<file path="config.mk">
export PLATFORM = sky130hd
export DESIGN_NAME = dma_csr
export DESIGN_NICKNAME = d
export VERILOG_FILES = /design/src/rtl/dma_csr_pkg.sv /design/src/rtl/dma_csr_ctrl.sv /design/src/rtl/dma_csr_dp.sv /design/src/rtl/dma_csr.sv
export SDC_FILE = /design/constraint.sdc
export NUM_CORES = 1
export LEC_CHECK = 0
export ABC_AREA = 1
export BUFFER_PORTS_ARGS = -buffer_cell sky130_fd_sc_hd__buf_2
export CAP_MARGIN = 40
export CORE_AREA = 5 5 117 119
export CTS_CLUSTER_DIAMETER = 80
export DETAILED_ROUTE_END_ITERATION = 12
export DIE_AREA = 0 0 122 124
export GPL_TIMING_DRIVEN = 1
export PLACE_DENSITY = 0.55
export SYNTH_ARGS = -nofsm -noshare
export SYNTH_HDL_FRONTEND = slang
export SYNTH_SLANG_ARGS = --single-unit
</file>
<file path="constraint.sdc">
create_clock -name clk -period 2.9 [get_ports clk]
set_input_delay 0 -clock clk [delete_from_list [all_inputs] [get_ports clk]]
set_output_delay 0 -clock clk [all_outputs]
set_load 0.03 [all_outputs]
</file>
<file path="src/rtl/dma_csr_pkg.sv">
package dma_csr_pkg;

  localparam int ADDR_W = 3;

  typedef enum logic [ADDR_W-1:0] {
    REG_MODE   = 3'd0,
    REG_STATUS = 3'd1,
    REG_INTEN  = 3'd2,
    REG_RXBASE = 3'd3,
    REG_TXBASE = 3'd4
  } regSel_e;

  localparam int BIT_RESET   = 0;
  localparam int BIT_RXRUN   = 1;
  localparam int BIT_TXRUN   = 13;
  localparam int BIT_SUMMARY = 16;

  // Strobes from control to datapath
  typedef struct packed {
    logic wrMode;
    logic wrStatus;
    logic wrIntEn;
    logic wrRxBase;
    logic wrTxBase;
    logic clear;   // force every register to its reset value at this edge
    logic busy;    // reset sequence in progress
  } csrStrobe_t;

endpackage

</file>
<file path="src/rtl/dma_csr_ctrl.sv">
module dma_csr_ctrl
  import dma_csr_pkg::*;
#(
  parameter int RST_CYCLES = 16
) (
  input  logic              clk,
  input  logic              rstN,
  input  logic              wrEn,
  input  logic [ADDR_W-1:0] regAddr,
  input  logic              wrResetBit,
  input  logic              rxRun,
  input  logic              txRun,
  output csrStrobe_t        strobe
);

  localparam int CNT_W = (RST_CYCLES > 1) ? $clog2(RST_CYCLES) : 1;
  localparam logic [CNT_W-1:0] CNT_LOAD = CNT_W'(RST_CYCLES - 1);

  logic             busyQ;
  logic [CNT_W-1:0] cntQ;
  logic             hitMode, hitStatus, hitIntEn, hitRxBase, hitTxBase;
  logic             startReset;
  logic             open;

  always_comb begin
    hitMode   = wrEn && (regAddr == REG_MODE);
    hitStatus = wrEn && (regAddr == REG_STATUS);
    hitIntEn  = wrEn && (regAddr == REG_INTEN);
    hitRxBase = wrEn && (regAddr == REG_RXBASE);
    hitTxBase = wrEn && (regAddr == REG_TXBASE);
    startReset = hitMode && wrResetBit && !busyQ;
    open       = !busyQ && !startReset;
  end

  // Reset sequencer
  always_ff @(posedge clk or negedge rstN) begin
    if (!rstN) begin
      busyQ <= 1'b0;
      cntQ  <= '0;
    end else if (startReset) begin
      busyQ <= 1'b1;
      cntQ  <= CNT_LOAD;
    end else if (busyQ) begin
      if (cntQ == '0) busyQ <= 1'b0;
      else            cntQ  <= cntQ - 1'b1;
    end
  end

  always_comb begin
    strobe.wrMode   = hitMode   && open;
    strobe.wrStatus = hitStatus && open;
    strobe.wrIntEn  = hitIntEn  && open;
    strobe.wrRxBase = hitRxBase && open && !rxRun;
    strobe.wrTxBase = hitTxBase && open && !txRun;
    strobe.clear    = startReset || busyQ;
    strobe.busy     = busyQ;
  end

  // Independent length counter for the reset window
  logic [CNT_W:0] busyLen;
  always_ff @(posedge clk or negedge rstN) begin
    if (!rstN)      busyLen <= '0;
    else if (busyQ) busyLen <= busyLen + 1'b1;
    else            busyLen <= '0;
  end

  assert_reset_window_max_R2: assert property (@(posedge clk) disable iff (!rstN)
    busyQ |-> (busyLen < (CNT_W+1)'(RST_CYCLES)));

  assert_reset_window_len_R2: assert property (@(posedge clk) disable iff (!rstN)
    $fell(busyQ) |-> ($past(busyLen) == (CNT_W+1)'(RST_CYCLES - 1)));

endmodule

</file>
<file path="src/rtl/dma_csr_dp.sv">
module dma_csr_dp
  import dma_csr_pkg::*;
#(
  parameter int DATA_W  = 32,
  parameter int NUM_EVT = 8
) (
  input  logic              clk,
  input  logic              rstN,
  input  csrStrobe_t        strobe,
  input  logic [ADDR_W-1:0] regAddr,
  input  logic [DATA_W-1:0] wrData,
  input  logic [NUM_EVT-1:0] evtPulse,
  output logic [DATA_W-1:0] rdData,
  output logic              rxRun,
  output logic              txRun,
  output logic [DATA_W-1:0] rxBase,
  output logic [DATA_W-1:0] txBase,
  output logic              irq
);

  logic [NUM_EVT-1:0] statusQ, statusNext;
  logic [NUM_EVT-1:0] intEnQ, intEnNext;
  logic               summaryQ;

  // Per-bit write-one-to-clear with event priority
  for (genvar i = 0; i < NUM_EVT; i++) begin : g_evt
    always_comb begin
      statusNext[i] = evtPulse[i] |
                      (statusQ[i] & ~(strobe.wrStatus & wrData[i]));
    end
  end

  assign intEnNext = strobe.wrIntEn ? wrData[NUM_EVT-1:0] : intEnQ;

  always_ff @(posedge clk or negedge rstN) begin
    if (!rstN) begin
      statusQ  <= '0;
      intEnQ   <= '0;
      summaryQ <= 1'b0;
      rxRun    <= 1'b0;
      txRun    <= 1'b0;
      rxBase   <= '0;
      txBase   <= '0;
    end else if (strobe.clear) begin
      statusQ  <= '0;
      intEnQ   <= '0;
      summaryQ <= 1'b0;
      rxRun    <= 1'b0;
      txRun    <= 1'b0;
      rxBase   <= '0;
      txBase   <= '0;
    end else begin
      statusQ  <= statusNext;
      intEnQ   <= intEnNext;
      summaryQ <= |(statusNext & intEnNext);
      if (strobe.wrMode) begin
        rxRun <= wrData[BIT_RXRUN];
        txRun <= wrData[BIT_TXRUN];
      end
      if (strobe.wrRxBase) rxBase <= wrData;
      if (strobe.wrTxBase) txBase <= wrData;
    end
  end

  assign irq = summaryQ;

  always_comb begin
    rdData = '0;
    case (regAddr)
      REG_MODE: begin
        rdData[BIT_RESET] = strobe.busy;
        rdData[BIT_RXRUN] = rxRun;
        rdData[BIT_TXRUN] = txRun;
      end
      REG_STATUS: begin
        rdData[NUM_EVT-1:0] = statusQ;
        rdData[BIT_SUMMARY] = summaryQ;
      end
      REG_INTEN:  rdData[NUM_EVT-1:0] = intEnQ;
      REG_RXBASE: rdData = rxBase;
      REG_TXBASE: rdData = txBase;
      default:    rdData = '0;
    endcase
  end

  assert_event_captured_R7: assert property (@(posedge clk) disable iff (!rstN)
    (!strobe.clear && (evtPulse != '0)) |=> ((statusQ & $past(evtPulse)) == $past(evtPulse)));

  assert_set_only_by_event_R6: assert property (@(posedge clk) disable iff (!rstN)
    !strobe.clear |=> ((statusQ & ~$past(statusQ) & ~$past(evtPulse)) == '0));

  assert_summary_match_R8: assert property (@(posedge clk) disable iff (!rstN)
    irq == |(statusQ & intEnQ));

  assert_held_in_reset_R3: assert property (@(posedge clk) disable iff (!rstN)
    strobe.busy |=> (statusQ == '0 && intEnQ == '0 && !rxRun && !txRun));

  assert_rxbase_locked_R10: assert property (@(posedge clk) disable iff (!rstN)
    (rxRun && !strobe.clear) |=> $stable(rxBase));

  assert_txbase_locked_R10: assert property (@(posedge clk) disable iff (!rstN)
    (txRun && !strobe.clear) |=> $stable(txBase));

endmodule

</file>
<file path="src/rtl/dma_csr.sv">
module dma_csr
  import dma_csr_pkg::*;
#(
  parameter int DATA_W     = 32,
  parameter int NUM_EVT    = 8,
  parameter int RST_CYCLES = 16
) (
  input  logic                       clk,
  input  logic                       rstN,
  input  logic [dma_csr_pkg::ADDR_W-1:0] regAddr,
  input  logic                       wrEn,
  input  logic [DATA_W-1:0]          wrData,
  output logic [DATA_W-1:0]          rdData,
  input  logic [NUM_EVT-1:0]         evtPulse,
  output logic                       irq,
  output logic                       engReset,
  output logic                       rxRun,
  output logic                       txRun,
  output logic [DATA_W-1:0]          rxBase,
  output logic [DATA_W-1:0]          txBase
);

  csrStrobe_t strobe;

  dma_csr_ctrl #(.RST_CYCLES(RST_CYCLES)) i_ctrl (
    .clk        (clk),
    .rstN       (rstN),
    .wrEn       (wrEn),
    .regAddr    (regAddr),
    .wrResetBit (wrData[BIT_RESET]),
    .rxRun      (rxRun),
    .txRun      (txRun),
    .strobe     (strobe)
  );

  dma_csr_dp #(.DATA_W(DATA_W), .NUM_EVT(NUM_EVT)) i_dp (
    .clk      (clk),
    .rstN     (rstN),
    .strobe   (strobe),
    .regAddr  (regAddr),
    .wrData   (wrData),
    .evtPulse (evtPulse),
    .rdData   (rdData),
    .rxRun    (rxRun),
    .txRun    (txRun),
    .rxBase   (rxBase),
    .txBase   (txBase),
    .irq      (irq)
  );

  assign engReset = strobe.busy;

  assert_start_clears_outputs_R2: assert property (@(posedge clk) disable iff (!rstN)
    $rose(engReset) |-> (!rxRun && !txRun && !irq));

endmodule

</file>
==> results.py <==
metrics = {
    "run_status": {
        "status": "completed",
    },
    "place": {
        "place_area_um2": 5045,
        "gp_congestion": 0.7678,
        "dpl.hpwl_um": 9301,
        "port_buffers": 145,
        "dp_cells": 791,
    },
    "yosys": {
        "async_flop_share_pct": 100.0,
        "syn_area_per_cell_um2": 8.462,
        "yosys.cell_types.count": 29,
        "ys.flop_type": "dfrtp_1",
        "yosysWarnings": 0,
        "synth.net_count": 538,
        "ys_top_cells_by_area": "dfrtp_1 53%, nand2_1 15%, o21ai_0 7.7%",
        "syn_area_um2": 4146,
        "synth_seq_cells": 88,
        "syn_inst": 490,
        "synth_top_family_by_area": "simple AND/OR/NAND/NOR gates",
        "synth_xor_area_share_pct": 0,
        "synth_edf_count": 0,
        "synth_top_area_share_pct": 53.11,
        "synthMuxAreaShare_pct": 0,
        "yosysSeqAreaShare_pct": 53.11,
        "synth_simple_gate_area_share_pct": 23.05,
        "yosys.area.top_type": "dfrtp_1",
        "synth_compound_area_share_pct": 17.02,
        "synth-adder-area-share_pct": 0.6035,
    },
    "critical_path": {
        "ff2ff_path_depth": 6,
        "arrival_ns": 2.08,
        "crit_path_end_kind": "flop",
        "start_kind": "flop",
        "cp.required_ns": 3.13,
        "critPathMaxFanout": 29,
        "r2r-end": "i_dp.rxBase[12]$_DFFE_PN0P_",
        "r2r_slack_ns": 1.06,
        "crit_end": "i_dp.rxBase[12]$_DFFE_PN0P_",
        "regToRegStartpoint": "i_ctrl.busyQ$_DFF_PN0_",
        "critPathKind": "flop to flop",
        "startpoint": "i_ctrl.busyQ$_DFF_PN0_",
    },
    "grt": {
        "grt-busiest-layer": "met2",
        "antenna_found_initial": 0,
        "grt_pass1_vias": 3828,
        "grt_first_pass_wirelength_um": 19900,
        "grt.total_usage_pct": 16.73,
        "grt_max_degree": 65,
        "grt_util_met3_pct": 3.361,
        "grt_overflow": 0,
        "met2_usage_pct": 28.04,
        "use_met1_pct": 22.31,
    },
    "sta": {
        "max-slew-margin-rel_pct": 53.23,
        "hold_viol_final": 0,
        "tightest_slew_ns": 0.7007,
        "period_minus_slack_ns": 1.843,
        "finalMaxSlewViolations": 0,
        "fin_tns_setup_ns": 0,
        "finalClockSkew_ns": 0.006923,
        "max_freq_ghz": 0.5426,
        "timing.hold.ws_ns": 0.02658,
        "rsz0062_at_grt": "false",
        "setup_viol": 0,
        "period_share_pct": 63.56,
    },
    "cells_and_area": {
        "finalNonFillerCells": 844,
        "n_antenna_cell": 0,
        "syn_to_final_growth_pct": 37.75,
        "nets": 717,
        "drive_gt1_share_pct": 26.49,
        "fillers": 1257,
        "fin_area_um2": 5712,
    },
    "clock_tree": {
        "clockBufferDepth": 2,
        "hold_buffers": 39,
        "cts_tree": "built",
        "ctsResizeCount": 0,
        "cts.sinks": 88,
        "clk_pin_slew_ns": 0.06,
        "numCtsBuffers": 9,
        "htreeDepth": 3,
        "cts-root-buf": "clkbuf_16",
        "cts_setup_buffers": 0,
        "clk-insertion-delay-late_ns": 0.33,
    },
    "power": {
        "power_density_nw_per_um2": 1060,
        "ir_drop_mv": 0.3589,
        "p_leak_uw": 0.002981,
    },
    "drt": {
        "vias_per_cell": 4.794,
        "wire_per_inst_um": 15.24,
        "drtIter0Drc": 430,
        "vias": 4046,
        "wl_um": 12870,
        "ant_nets": 0,
        "drt_first_pass_iters": 5,
        "route.detailed.drc": 0,
    },
    "floorplanning": {
        "start_util_pct": 33.26,
        "core.rowCount": 41,
        "die_h_um": 124,
        "dieArea_um2": 15130,
        "die_w_um": 122,
        "ios": 146,
        "core_area_um2": 12470,
    },
    "job": {
        "drv_cap": 0,
    },
    "hold_path": {
        "hp-class": "primary input to flop",
    },
}
## registers in the layout, indices dropped and copies added, names as in the netlist
register / count
i_dp.txBase: 32
i_dp.statusQ: 8
i_dp.rxRun: 1
i_ctrl.cntQ: 4
i_dp.txRun: 1
i_dp.intEnQ: 8
i_ctrl.busyQ: 1
i_dp.rxBase: 32
i_dp.irq: 1
## worst max-delay path: stages, from the launching register on
cell     delay (ns)
dfrtp_1        0.38
inv_1          0.11
nand2_4        0.17
a21oi_4        0.60
buf_4          0.34
nand2_1        0.07
o21ai_0        0.08
## how the worst min path moves through the flow
| stage | end | depth (start not counted) | slack [ns] | from |
|---|---|---|---|---|
| after global routing | i_dp.txRun$_DFFE_PN0P_ | 3 | 0.07 | wrData[13] |
| after floorplan | i_ctrl.busyQ$_DFF_PN0_ | 0 | -0.30 | rstN |
| after CTS | i_dp.txBase[13]$_DFFE_PN0P_ | 3 | 0.04 | wrData[13] |
| final | i_dp.txRun$_DFFE_PN0P_ | 3 | 0.03 | wrData[13] |
| after detailed placement | i_dp.txBase[17]$_DFFE_PN0P_ | 1 | 0.02 | rstN |
| after global placement | i_dp.txBase[17]$_DFFE_PN0P_ | 1 | 0.01 | rstN |
## through the flow
stage | worst slack [ns] | utilization (%) | power (uW)
after floorplan | 1.265 | - | 3987
after global placement | 1.080 | 40.47 | 4892
after detailed placement | 1.059 | 40.47 | 4952
after CTS | 1.042 | 45.82 | 6120
after global routing | 0.8487 | 45.82 | 6462
final | 1.057 | 45.82 | 6055
## metal layers
metal  wire length [um]  part of all wire, %  vias up
met5                  0                    0        -
met4                101                 0.79        0
met3                758                  5.9        6
met2               6017                   47      145
met1               5988                   47     1918
li1                   -                    -     1977
## power by group
group	total, uW	switching (uW)	internal [uW]
registers	2140	403	1730
logic	2810	2040	778
clock network	1100	449	655
## cell type report
cell class	instances	area [um2]	area share, %
Timing Repair Buffer	192	1179	20.64
Clock buffer	10	229.0	4.009
Multi-Input combinational cell	339	1693	29.64
Tap cell	172	215.2	3.768
Clock inverter	4	47.55	0.8324
Inverter	39	146.4	2.563
Sequential cell	88	2202	38.55
## cells by family (layout without fill, tap and decap cells)
logic type,count (synthesis),after routing
DFF,88,88
adders and majority gates,2,2
buffers and inverters,63,245
AOI/OAI and AO/OA,115,115
and+or+nand+nor,222,222
## cell usage in the layout, fill, tap and decap left out
| master | Yosys | final |
|---|---|---|
| a21oi_1 | 11 | 11 |
| a21oi_4 | 1 | 1 |
| a221oi_1 | 2 | 2 |
| a22o_1 | 22 | 22 |
| a22oi_1 | 1 | 1 |
| a31oi_1 | 1 | 1 |
| buf_2 | 11 | 144 |
| buf_4 | 0 | 9 |
| bufinv_16 | 0 | 1 |
| clkbuf_1 | 11 | 1 |
| clkbuf_16 | 0 | 9 |
| clkinv_1 | 1 | 1 |
| clkinv_2 | 0 | 2 |
| clkinvlp_4 | 0 | 1 |
| dfrtp_1 | 88 | 88 |
| dlygate4sd3_1 | 0 | 39 |
| ha_1 | 2 | 2 |
| inv_1 | 35 | 35 |
| inv_2 | 3 | 3 |
| nand2_1 | 170 | 170 |
| nand2_4 | 1 | 1 |
| nand3_1 | 11 | 11 |
| nand3_4 | 2 | 2 |
| nand4_1 | 8 | 8 |
| nand4_4 | 1 | 1 |
| nor2_1 | 19 | 19 |
| nor2_4 | 3 | 3 |
| nor3_1 | 6 | 6 |
| nor3_4 | 0 | 1 |
| o2111ai_1 | 6 | 6 |
| o21a_1 | 1 | 1 |
| o21ai_0 | 64 | 64 |
| o21ai_1 | 6 | 6 |
## Yosys cell counts (6+ instances only)
library cell and n:
nand4_1 8, buf_2 11, a21oi_1 11, nand2_1 170, dfrtp_1 88, nor3_1 6
o2111ai_1 6, nor2_1 19, o21ai_1 6, nand3_1 11, inv_1 35, clkbuf_1 11
a22o_1 22, o21ai_0 64
No activity file was read; power rests on OpenSTA's default activity.
